<file path="config.mk">
export PLATFORM = sky130hd
export DESIGN_NAME = window_watchdog
export DESIGN_NICKNAME = d
export VERILOG_FILES = /design/src/rtl/wdt_pkg.sv /design/src/rtl/wdt_prescaler.sv /design/src/rtl/wdt_upcount.sv /design/src/rtl/wdt_window.sv /design/src/rtl/wdt_alarm.sv /design/src/rtl/window_watchdog.sv
export SDC_FILE = /design/constraint.sdc
export NUM_CORES = 1
export LEC_CHECK = 0
export ABC_AREA = 1
export BUFFER_PORTS_ARGS = -buffer_cell sky130_fd_sc_hd__buf_4
export CORE_MARGIN = 8
export CORE_UTILIZATION = 25
export DETAILED_ROUTE_END_ITERATION = 16
export PLACE_DENSITY = 0.48
export SYNTH_ARGS = -nofsm -noshare
export SYNTH_HDL_FRONTEND = slang
export SYNTH_SLANG_ARGS = --single-unit
</file>
<file path="constraint.sdc">
create_clock -name clk -period 1.66 [get_ports clk]
set_input_delay 0.415 -clock clk [delete_from_list [all_inputs] [get_ports clk]]
set_output_delay 0.415 -clock clk [all_outputs]
set_load 0.05 [all_outputs]
</file>
<file path="src/rtl/wdt_pkg.sv">
package wdt_pkg;
  typedef enum logic {
    ALARM_NMI = 1'b0,
    ALARM_RST = 1'b1
  } alarm_mode_e;

  localparam int WIN_BITS    = 2;
  localparam int PERIOD_BITS = 2;
  localparam int PERIOD_STEP = 2;
endpackage

</file>
<file path="src/rtl/wdt_prescaler.sv">
module wdt_prescaler #(
  parameter int FAST_LOG2 = 10,
  parameter int SLOW_LOG2 = 3
) (
  input  logic       clk,
  input  logic       rst_n,
  input  logic       enable,
  input  logic       hold,
  input  logic       slow_sel,
  input  logic       slow_tick,
  input  logic [1:0] period_sel,
  input  logic       clr,
  output logic       src_tick
);
  localparam int MAX_BASE = (FAST_LOG2 > SLOW_LOG2) ? FAST_LOG2 : SLOW_LOG2;
  localparam int PRE_W    = MAX_BASE + wdt_pkg::PERIOD_STEP * 3;

  logic [PRE_W-1:0] pre_q;
  logic [PRE_W-1:0] tap_mask;
  logic             step;
  int               tap;

  always_comb begin
    tap      = (slow_sel ? SLOW_LOG2 : FAST_LOG2) + wdt_pkg::PERIOD_STEP * int'(period_sel);
    tap_mask = (PRE_W'(1) << tap) - PRE_W'(1);
    step     = enable & ~hold & (slow_sel ? slow_tick : 1'b1);
    src_tick = step & ((pre_q & tap_mask) == tap_mask);
  end

  always_ff @(posedge clk or negedge rst_n) begin
    if (!rst_n) begin
      pre_q <= '0;
    end else if (!enable || clr) begin
      pre_q <= '0;
    end else if (step) begin
      pre_q <= pre_q + PRE_W'(1);
    end
  end
endmodule

</file>
<file path="src/rtl/wdt_upcount.sv">
module wdt_upcount #(
  parameter int CNT_W = 8
) (
  input  logic             clk,
  input  logic             rst_n,
  input  logic             enable,
  input  logic             src_tick,
  input  logic             clr,
  output logic [CNT_W-1:0] cnt,
  output logic             ovf
);
  assign ovf = src_tick & ~clr & (&cnt);

  always_ff @(posedge clk or negedge rst_n) begin
    if (!rst_n) begin
      cnt <= '0;
    end else if (!enable || clr) begin
      cnt <= '0;
    end else if (src_tick) begin
      cnt <= cnt + CNT_W'(1);
    end
  end
endmodule

</file>
<file path="src/rtl/wdt_window.sv">
module wdt_window (
  input  logic [wdt_pkg::WIN_BITS-1:0] cnt_top,
  input  logic [wdt_pkg::WIN_BITS-1:0] win_sel,
  input  logic                         enable,
  input  logic                         kick,
  output logic                         kick_ok,
  output logic                         kick_bad
);
  logic open_now;

  always_comb begin
    open_now = (cnt_top >= win_sel);
    kick_ok  = enable & kick & open_now;
    kick_bad = enable & kick & ~open_now;
  end
endmodule

</file>
<file path="src/rtl/wdt_alarm.sv">
module wdt_alarm (
  input  logic                 clk,
  input  logic                 rst_n,
  input  logic                 evt,
  input  wdt_pkg::alarm_mode_e mode,
  output logic                 rst_req,
  output logic                 nmi_req
);
  always_ff @(posedge clk or negedge rst_n) begin
    if (!rst_n) begin
      rst_req <= 1'b0;
      nmi_req <= 1'b0;
    end else begin
      nmi_req <= evt & (mode == wdt_pkg::ALARM_NMI);
      if (evt && mode == wdt_pkg::ALARM_RST) begin
        rst_req <= 1'b1;
      end
    end
  end
endmodule

</file>
<file path="src/rtl/window_watchdog.sv">
module window_watchdog #(
  parameter int CNT_W     = 8,
  parameter int FAST_LOG2 = 10,
  parameter int SLOW_LOG2 = 3
) (
  input  logic       clk,
  input  logic       rst_n,
  input  logic       slow_tick,
  input  logic       slow_sel,
  input  logic       enable,
  input  logic [1:0] win_sel,
  input  logic [1:0] period_sel,
  input  logic       alarm_rst_sel,
  input  logic       kick,
  input  logic       hold,
  output logic       rst_req,
  output logic       nmi_req
);
  localparam int TOP_W = wdt_pkg::WIN_BITS;

  logic [CNT_W-1:0]     cnt_q;
  logic                 src_tick;
  logic                 kick_ok;
  logic                 kick_bad;
  logic                 ovf_evt;
  logic                 alarm_evt;
  wdt_pkg::alarm_mode_e mode;

  assign mode      = wdt_pkg::alarm_mode_e'(alarm_rst_sel);
  assign alarm_evt = ovf_evt | kick_bad;

  wdt_prescaler #(
    .FAST_LOG2(FAST_LOG2),
    .SLOW_LOG2(SLOW_LOG2)
  ) u_pre (
    .clk       (clk),
    .rst_n     (rst_n),
    .enable    (enable),
    .hold      (hold),
    .slow_sel  (slow_sel),
    .slow_tick (slow_tick),
    .period_sel(period_sel),
    .clr       (kick_ok),
    .src_tick  (src_tick)
  );

  wdt_upcount #(.CNT_W(CNT_W)) u_cnt (
    .clk     (clk),
    .rst_n   (rst_n),
    .enable  (enable),
    .src_tick(src_tick),
    .clr     (kick_ok),
    .cnt     (cnt_q),
    .ovf     (ovf_evt)
  );

  wdt_window u_win (
    .cnt_top (cnt_q[CNT_W-1 -: TOP_W]),
    .win_sel (win_sel),
    .enable  (enable),
    .kick    (kick),
    .kick_ok (kick_ok),
    .kick_bad(kick_bad)
  );

  wdt_alarm u_alarm (
    .clk    (clk),
    .rst_n  (rst_n),
    .evt    (alarm_evt),
    .mode   (mode),
    .rst_req(rst_req),
    .nmi_req(nmi_req)
  );
endmodule

</file>
Word level (Yosys, flattened, before mapping) --
Index checks and enable logic that the tools add are counted.
Storage, ports and cells: flip-flop bits (word level) 26, output and inout port bits 2, word-level logic and storage cells 38
Cells by class: $add $sub $neg 4, magnitude comparators 1, equality and inequality tests 1, shift operators 1, mux-type cells 6, bitwise logic cells 15, reduce and logical (&&, ||, !) cells 6
Operators by type and width (number):
- $add A32 B4 Y32 | 1
- $mux W16 | 2
- $shl A1 B32 Y16 const A | 1
- $add A16 B1 Y16 const B | 1
- $and A16 B16 Y16 | 1
- $eq A16 B16 Y1 | 1
- $mux W8 | 2
- $sub A16 B2 Y16 const B | 1
- $and A1 B1 Y1 | 9
- $add A8 B1 Y8 const B | 1
- $reduce_and A8 Y1 | 1
- $mux W4 | 1
- $not A1 Y1 | 4
- $reduce_bool A2 Y1 | 2
- $ge A2 B2 Y1 | 1
- $logic_and A1 B1 Y1 | 1
- $logic_not A1 Y1 | 1
- $logic_or A1 B1 Y1 | 1
- $mux W1 | 1
- $or A1 B1 Y1 | 1

Depth between registers and ports, before layout --
Gate-level depths: netlist of run 1.
word-level depth 11, mapped depth 14, mapped depth without buffers 14

Hierarchy --
A second synthesis of run 1 with hierarchy kept.
Unflattened totals: cells, all modules 273, area total of the unflattened synthesis 1919.3 um^2
Modules (own cells, without submodules):
- wdt_prescaler | instances 1, cells each 194, area each 1311.3 um^2, sequential area each 400.4 um^2
- wdt_upcount | instances 1, cells each 55, area each 449.2 um^2, sequential area each 200.2 um^2
- wdt_window | instances 1, cells each 14, area each 76.3 um^2, sequential area each 0.0 um^2
- wdt_alarm | instances 1, cells each 7, area each 71.3 um^2, sequential area each 50.0 um^2
- window_watchdog | instances 1, cells each 3, area each 11.3 um^2, sequential area each 0.0 um^2

Worst setup path after synthesis of run 1 --
OpenSTA, ideal clock, no wires.
kind input port to flip-flop, from input period_sel[0], to register u_cnt.cnt[3], library setup time 0.121 ns, arrival 1.900 ns, setup slack -0.361 ns, cell stages on the path 13, path buffers 0, cell sequence ha_1 > inv_2 > nand2_1 > inv_1 > nand3_2 > nand3_1 > nand2_1 > nor2_1 > nand3_1 > nor2_2 > nand3_4 > o21ai_0 > nor2_1
On the way: word-level cells in the longest chain between the ends 7
RTL lines:
- start, declared | line window_watchdog.sv:12 | input logic [1:0] period_sel,
- $add A32 B4 Y32 (*) | line wdt_prescaler.sv:24 | tap = (slow_sel ? SLOW_LOG2 : FAST_LOG2) + wdt_pkg::PERIOD_STEP * int'(period_sel);
- $shl A1 B32 Y16 (*) | line wdt_prescaler.sv:25 | tap_mask = (PRE_W'(1) << tap) - PRE_W'(1);
- $sub A16 B2 Y16 (*) | line wdt_prescaler.sv:25
- $and A16 B16 Y16 | line wdt_prescaler.sv:27 | src_tick = step & ((pre_q & tap_mask) == tap_mask);
- $eq A16 B16 Y1 (*) | line wdt_prescaler.sv:27
- $and A1 B1 Y1 (*) | line wdt_prescaler.sv:27
- $reduce_bool A2 Y1 (no line) (*)
- end signal, assigned | line wdt_upcount.sv:20 | cnt <= cnt + CNT_W'(1);
- end, declared | line wdt_upcount.sv:9 | output logic [CNT_W-1:0] cnt,
Every way passes the cells marked *; elsewhere a longest branch is shown, timed or not. A chain may end at the register's enable or synchronous reset.

Worst setup path in the final report of run 1 --
from input period_sel[1], to register u_cnt.cnt[6]
Same word-level chain as after synthesis.

==> results of run 1 <==
[path summary, 6_finish.rpt]
check | to | slack (ns) | cells past startpoint | start
hold / removal | u_cnt.cnt[6] | 0.04 | 1 | rst_n
setup / recovery | u_cnt.cnt[6] | -0.18 | 13 | period_sel[1]
setup reg to reg | u_cnt.cnt[6] | 0.05 | 11 | u_pre.pre_q[1]
max in group asynchronous | u_pre.pre_q[2] | 1.36 | 1 | rst_n
hold reg to reg | u_alarm.rst_req | 0.47 | 2 | u_alarm.rst_req
min in group clk | u_alarm.nmi_req | 0.28 | 2 | alarm_rst_sel
[area by class of cell]
cell class	count	area (um2)
Tap cell	99	124
Inverter	45	185
Fill cell	739	4630
Timing Repair Buffer	50	399
Sequential cell	26	651
Multi-Input combinational cell	177	1130
Clock buffer	4	55.1
[critical path: stages]
cell and delay (ns):
buf_6 0.10, ha_4 0.25, inv_4 0.08, nand4_1 0.19, nand3_1 0.14, nand2_1 0.06, nor2_1 0.09, nand3_1 0.11
nor2_4 0.17, nand3_4 0.14, nand2_4 0.16, nand3_2 0.06, o21ai_1 0.06
[cells by family after synthesis]
| family | count (synthesis) | synth area share [%] |
|---|---|---|
| DFF | 26 | 35.3 |
| adders and majority gates | 6 | 4.08 |
| AOI/OAI and AO/OA | 39 | 12.4 |
| buffers and inverters | 48 | 11.4 |
| xor gates and xnor gates | 5 | 2.38 |
| and+or+nand+nor | 126 | 34.5 |
[layer usage]
metal / up-vias / part of all wire (%) / track usage, %
li1: 924 / - / -
met1: 794 / 49 / 11.4
met2: 29 / 45 / 14.7
met3: 8 / 3.6 / 1.92
met4: 0 / 1.8 / 2.29
met5: - / 0 / 0
[sequential cells by signal (all words and copies together), names as in the netlist]
register,count
u_alarm.nmi_req,1
u_alarm.rst_req,1
u_cnt.cnt,8
u_pre.pre_q,16
[placed cells by master, fill, tap and decap left out, types with 5 or more instances in the layout]
master / n
buf_4: 46
inv_1: 36
nand2_1: 35
dfrtp_1: 26
nor2_1: 24
nand3_1: 20
o21ai_1: 9
a21oi_1: 9
nor3_1: 8
nand4_1: 8
nand2_2: 7
nand3_2: 7
inv_2: 6
nor2_4: 6
o21ai_0: 6
o21ai_2: 5
ha_1: 5
[per-stage QoR]
stage	cell area [um2]	setup WS, ns
finish	2540	-0.176
global route	2540	-0.350
CTS	2430	-0.143
detailed placement	2320	-0.542
global placement	2320	-0.543
floorplan	1870	-0.184
[power groups by stage]
stage | Combinational (uW) | Sequential, uW | Clock [uW]
finish | 297 | 638 | 426
global route | 329 | 639 | 455
CTS | 285 | 638 | 443
detailed placement | 264 | 651 | 0
global placement | 267 | 651 | 0
floorplan | 151 | 654 | 0
[timing repair]
item,CTS,global route
gates cloned,1,0
setup endpoints to repair,10,24
setup buffers,1,3
pin swaps,8,5
resized for setup,10,22
==> results.py, run 1 <==
metrics = {
    "pwr": {
        "ir_drop_v": 0.000399,
        "switching_power_uw": 386,
        "clockPowerShare_pct": 31.3,
        "seqPwrFrac_pct": 46.9,
        "power.leakage_uw": 0.00114,
        "switching_share_pct": 28.4,
        "power.total_uw": 1360,
        "comb_power_share_pct": 21.8,
        "internal_power_uw": 975,
        "p_per_area_nw_per_um2": 536,
    },
    "finish": {
        "utilization_pct": 35.4,
        "drive_gt1_share_pct": 35.1,
        "diodes": 0,
        "stdcell_count": 401,
        "nets": 321,
        "area_growth_syn_to_layout_pct": 38.1,
    },
    "yosys": {
        "yosysWarnings": 0,
        "synth_cells": 250,
        "yosys-top-cells-area": "dfrtp_1, nand2_1, inv_1",
        "ys_seq_area_share_pct": 35.4,
        "synth_area_um2": 1840,
        "synthFlopType": "dfrtp_1",
        "synth_cell_type_count": 31,
        "synth_most_common_cell": "nand2_1",
        "synth-seq-cells": 26,
        "synth_top_cell_area_share_pct": 35.4,
        "async_reset_ff_share_pct": 100,
        "synth_top_cell_by_area": "dfrtp_1",
        "synth_common_cells": "nand2_1, inv_1, dfrtp_1, nor2_1, nand3_1",
        "syn-num-nets": 268,
        "syn_area_per_cell_um2": 7.36,
        "synth_enable_flop_cells": 0,
    },
    "clock_tree": {
        "cts_max_path_buffers": 2,
        "h-tree-depth": 1,
        "path_clk_slew_ns": 0.10,
        "cts.sinks": 26,
        "postCtsHoldBufs": 0,
        "clk_latency_ns": 0.27,
        "numCtsBuffers": 3,
        "cts_tree": "built",
        "cts-root-buf": "clkbuf_8",
    },
    "drt": {
        "routed_wirelength_um": 4480,
        "via_per_inst": 4.38,
        "drc": 0,
        "vias": 1755,
        "ant_nets": 0,
        "wl_per_cell_um": 11.2,
        "first_iter_violations": 50,
        "dr.pass1.iters": 4,
    },
    "floorplan": {
        "io_pins": 14,
        "die_w_um": 102,
        "fp-row-count": 31,
        "core-area_um2": 7180,
        "die_h_um": 102,
        "dieArea_um2": 10400,
        "initial_core_util_pct": 25.6,
    },
    "sta": {
        "hold_violations": 0,
        "skew_ns": 0.000991,
        "min_period_ns": 1.84,
        "hold-worst-slack_ns": 0.0394,
        "setup_viol": 10,
        "slew_headroom_pct": 68.5,
        "rsz0062_at_grt": "true",
        "tns_ns": -1.34,
        "worstMarginPinSlew_ns": 0.470,
        "fin_ws_ns": -0.176,
        "max_freq_mhz": 545,
        "drv_slew": 0,
        "min_period_over_period_pct": 111,
    },
    "run_status": {
        "status": "complete, but fails checks",
        "violations": "setup timing",
    },
    "placed_design": {
        "place.gp.congestion": 0.845,
        "dp_hpwl_um": 3350,
        "post-place-cells": 392,
        "port_buffers": 13,
    },
    "global_route": {
        "grt_max_degree": 27,
        "grt_use_total_pct": 8.93,
        "grt_pass1_wl_um": 7560,
        "antenna_found_initial": 0,
        "grt_pass1_vias": 1681,
        "grt_overflow": 0,
    },
    "run": {
        "max_cap_violations": 0,
    },
    "worst_setup_path": {
        "crit_path_end_kind": "flop",
        "arrival_ns": 2.04,
        "start_kind": "primary input",
        "path_class": "in2reg",
        "crit_fanout": 7,
        "required_ns": 1.87,
    },
    "worst_hold_path": {
        "hp-class": "in2async",
    },
}
No activity file was read; power rests on OpenSTA's default activity.
==> inputs of run 2 (changes only) <==
--- a/config.mk
+++ b/config.mk
@@ -7,7 +7,6 @@
 export LEC_CHECK = 0
 export ABC_AREA = 1
 export BUFFER_PORTS_ARGS = -buffer_cell sky130_fd_sc_hd__buf_4
-export CORE_MARGIN = 8
 export CORE_UTILIZATION = 25
 export DETAILED_ROUTE_END_ITERATION = 16
 export PLACE_DENSITY = 0.48
==> run 2 against run 1 <==
  * The flow still finishes with violations (setup timing)
  * Combinational power is 7.1% higher
  * Maximum frequency is 2.7% higher
  * Critical path depth stayed put
  * Register-to-register slack worse by 0.02 ns
  * Sequential power hardly changed
  * Global-route usage is 4.0 points higher
  * Sequential share of layout area is 0.72 points lower
  * Die area is 26% lower
  * Design area is 2.9% higher
  * First-iteration DRC count is 4.0% lower
  * Via count is 2.7% higher
==> results.py, run 2 (synthesis gave the netlist of run 1 again) <==
metrics = {
    "placed_design": {
        "dpl_worst_slack_ns": -0.483,
        "place.gp.congestion": 0.815,
        "dp_hpwl_um": 3410,
        "post-place-cells": 389,
        "port_buffers": 13,
    },
    "drt": {
        "ant_nets": 0,
        "wl_per_cell_um": 11.9,
        "first_iter_violations": 48,
        "vias": 1803,
        "routed_wirelength_um": 4790,
        "drc": 0,
        "via_per_inst": 4.50,
        "dr.pass1.iters": 4,
    },
    "pwr": {
        "clockPowerShare_pct": 27.7,
        "switching_share_pct": 28.9,
        "power.leakage_uw": 0.00117,
        "comb_power_share_pct": 24.0,
        "ir_drop_v": 0.000325,
        "internal_power_uw": 941,
        "switching_power_uw": 382,
        "seqPwrFrac_pct": 48.2,
        "power.total_uw": 1320,
        "p_per_area_nw_per_um2": 506,
    },
    "global_route": {
        "grt_overflow": 0,
        "grt_pass1_vias": 1710,
        "grt_max_degree": 27,
        "grt_pass1_wl_um": 7810,
        "antenna_found_initial": 0,
        "grt_use_total_pct": 12.9,
    },
    "sta": {
        "skew_ns": 0.00341,
        "min_period_ns": 1.79,
        "hold-worst-slack_ns": 0.0440,
        "drv_slew": 0,
        "worstMarginPinSlew_ns": 0.447,
        "slew_headroom_pct": 70.1,
        "min_period_over_period_pct": 108,
        "rsz0062_at_grt": "true",
        "setup_viol": 10,
        "max_freq_mhz": 560,
        "hold_violations": 0,
        "fin_ws_ns": -0.127,
    },
    "worst_setup_path": {
        "crit_fanout": 7,
        "critPathTopFamily": "simple AND/OR/NAND/NOR gates",
        "r2r_slack_ns": 0.03,
        "arrival_ns": 1.99,
        "cp.depth": 13,
        "timing.rr.end": "u_pre.pre_q[14]",
        "crit_chain": "buf_6 -> ha_4 -> inv_4 -> nand4_1 -> nand3_1 -> nor2_1 -> nor2_1 -> nand3_1 -> nor2_4 -> nand3_4 -> nand2_4 -> nand3_2 -> o21ai_1",
        "crit_path_end_kind": "flop",
        "endpoint": "u_cnt.cnt[6]",
        "slowest_delay_ns": 0.26,
        "path_buf_inv": 2,
        "start_kind": "primary input",
        "crit_slowest_cell": "ha_4",
        "critPathLaunch": "period_sel[1]",
        "path_class": "in2reg",
        "crit-reg2reg-launch": "u_pre.pre_q[1]",
        "required_ns": 1.87,
        "r2r_cells": 11,
    },
    "clock_tree": {
        "h-tree-depth": 1,
        "cts-root-buf": "clkbuf_8",
        "postCtsHoldBufs": 0,
        "cts_tree": "built",
        "path_clk_slew_ns": 0.09,
        "cts_max_path_buffers": 2,
        "cts.sinks": 26,
        "clk_latency_ns": 0.27,
        "numCtsBuffers": 3,
    },
    "finish": {
        "mostFrequentLayoutCells": "buf_4, inv_1, nand2_1",
        "largest_register_ffs": 16,
        "utilization_pct": 37.7,
        "nets": 325,
        "layout_commonest_cell": "buf_4",
        "stdcell_count": 401,
        "drive_gt1_share_pct": 36.7,
        "diodes": 0,
        "n_fill_cell": 719,
        "largestRegisters": "u_pre.pre_q: 16 flops, u_cnt.cnt: 8 flops",
        "area_growth_syn_to_layout_pct": 42.1,
        "regMostFlops": "u_pre.pre_q",
    },
    "worst_hold_path": {
        "hp-class": "in2async",
    },
    "run": {
        "max_cap_violations": 0,
    },
    "floorplan": {
        "fp-row-count": 30,
        "io_pins": 14,
        "core-area_um2": 6940,
        "die_h_um": 87.8,
        "dieArea_um2": 7710,
        "initial_core_util_pct": 26.5,
        "die_w_um": 87.8,
    },
    "run_status": {
        "violations": "setup timing",
        "status": "complete, but fails checks",
    },
}
[run 2: cell types whose count changed in the layout (fill, tap and decap cells not counted), sizes merged]
cell    before  now
clkinv       2    1
clkbuf       4    5
buf         50   52
inv         43   44
[run 2: power by group through the flow]
stage | clock [uW] | combinational [uW] | sequential [uW]
after CTS | 379 | 282 | 638
after floorplan | 0 | 151 | 654
final | 367 | 318 | 639
after global routing | 402 | 351 | 639
after detailed placement | 0 | 262 | 651
after global placement | 0 | 263 | 651
[run 2: repair_timing]
item                       4_1_cts  5_1_grt
setup buffers                    1        5
pin swaps                        7       13
gates cloned                     1        2
setup endpoints to repair       11       18
resized for setup                9       27
[run 2: layout make-up]
| class | instances | area, um2 | area share (%) |
|---|---|---|---|
| clock buffers | 3 | 41.3 | 1.58 |
| repair buffers | 54 | 473 | 18.1 |
| inverters | 45 | 186 | 7.13 |
| well taps | 96 | 120 | 4.59 |
| flip-flops and latches | 26 | 651 | 24.9 |
| multi-input cells | 177 | 1140 | 43.7 |
[run 2: metrics by stage]
step                      TNS [ns]  cell area, um2
after floorplan              -1.32            1870
after global placement       -5.77            2330
after detailed placement     -6.06            2330
after CTS                    -1.21            2430
after global routing         -2.59            2620
final                        -1.10            2620
[run 2: worst min-delay path by stage]
stage / slack [ns] / startpoint / to / cells after the start
6_report: 0.04 / rst_n / u_alarm.rst_req / 1
5_1_grt: 0.06 / rst_n / u_alarm.rst_req / 1
4_1_cts: 0.06 / rst_n / u_alarm.rst_req / 1
3_5_place_dp: 0.35 / rst_n / u_alarm.rst_req / 1
3_3_place_gp: 0.35 / rst_n / u_alarm.rst_req / 1
2_1_floorplan: 0.12 / rst_n / u_alarm.nmi_req / 0
[run 2: metal layers]
layer  vias to the layer above  global-route usage [%]  wire (um)
li1                        937                       -          -
met1                       844                    16.8       2250
met2                        16                    22.8       2410
met3                         6                    1.98         69
met4                         0                    2.24         54
met5                         -                       0          0
[run 2: worst register-to-register path, cell delays in order, from the launching register on]
cell and delay [ns]:
dfrtp_1 0.40, ha_2 0.19, inv_2 0.05, nor3_4 0.19
nand3_2 0.10, inv_2 0.09, nand3_4 0.08, nor2_4 0.16
inv_2 0.06, nor2_4 0.09, nand2_1 0.07, a21oi_2 0.10
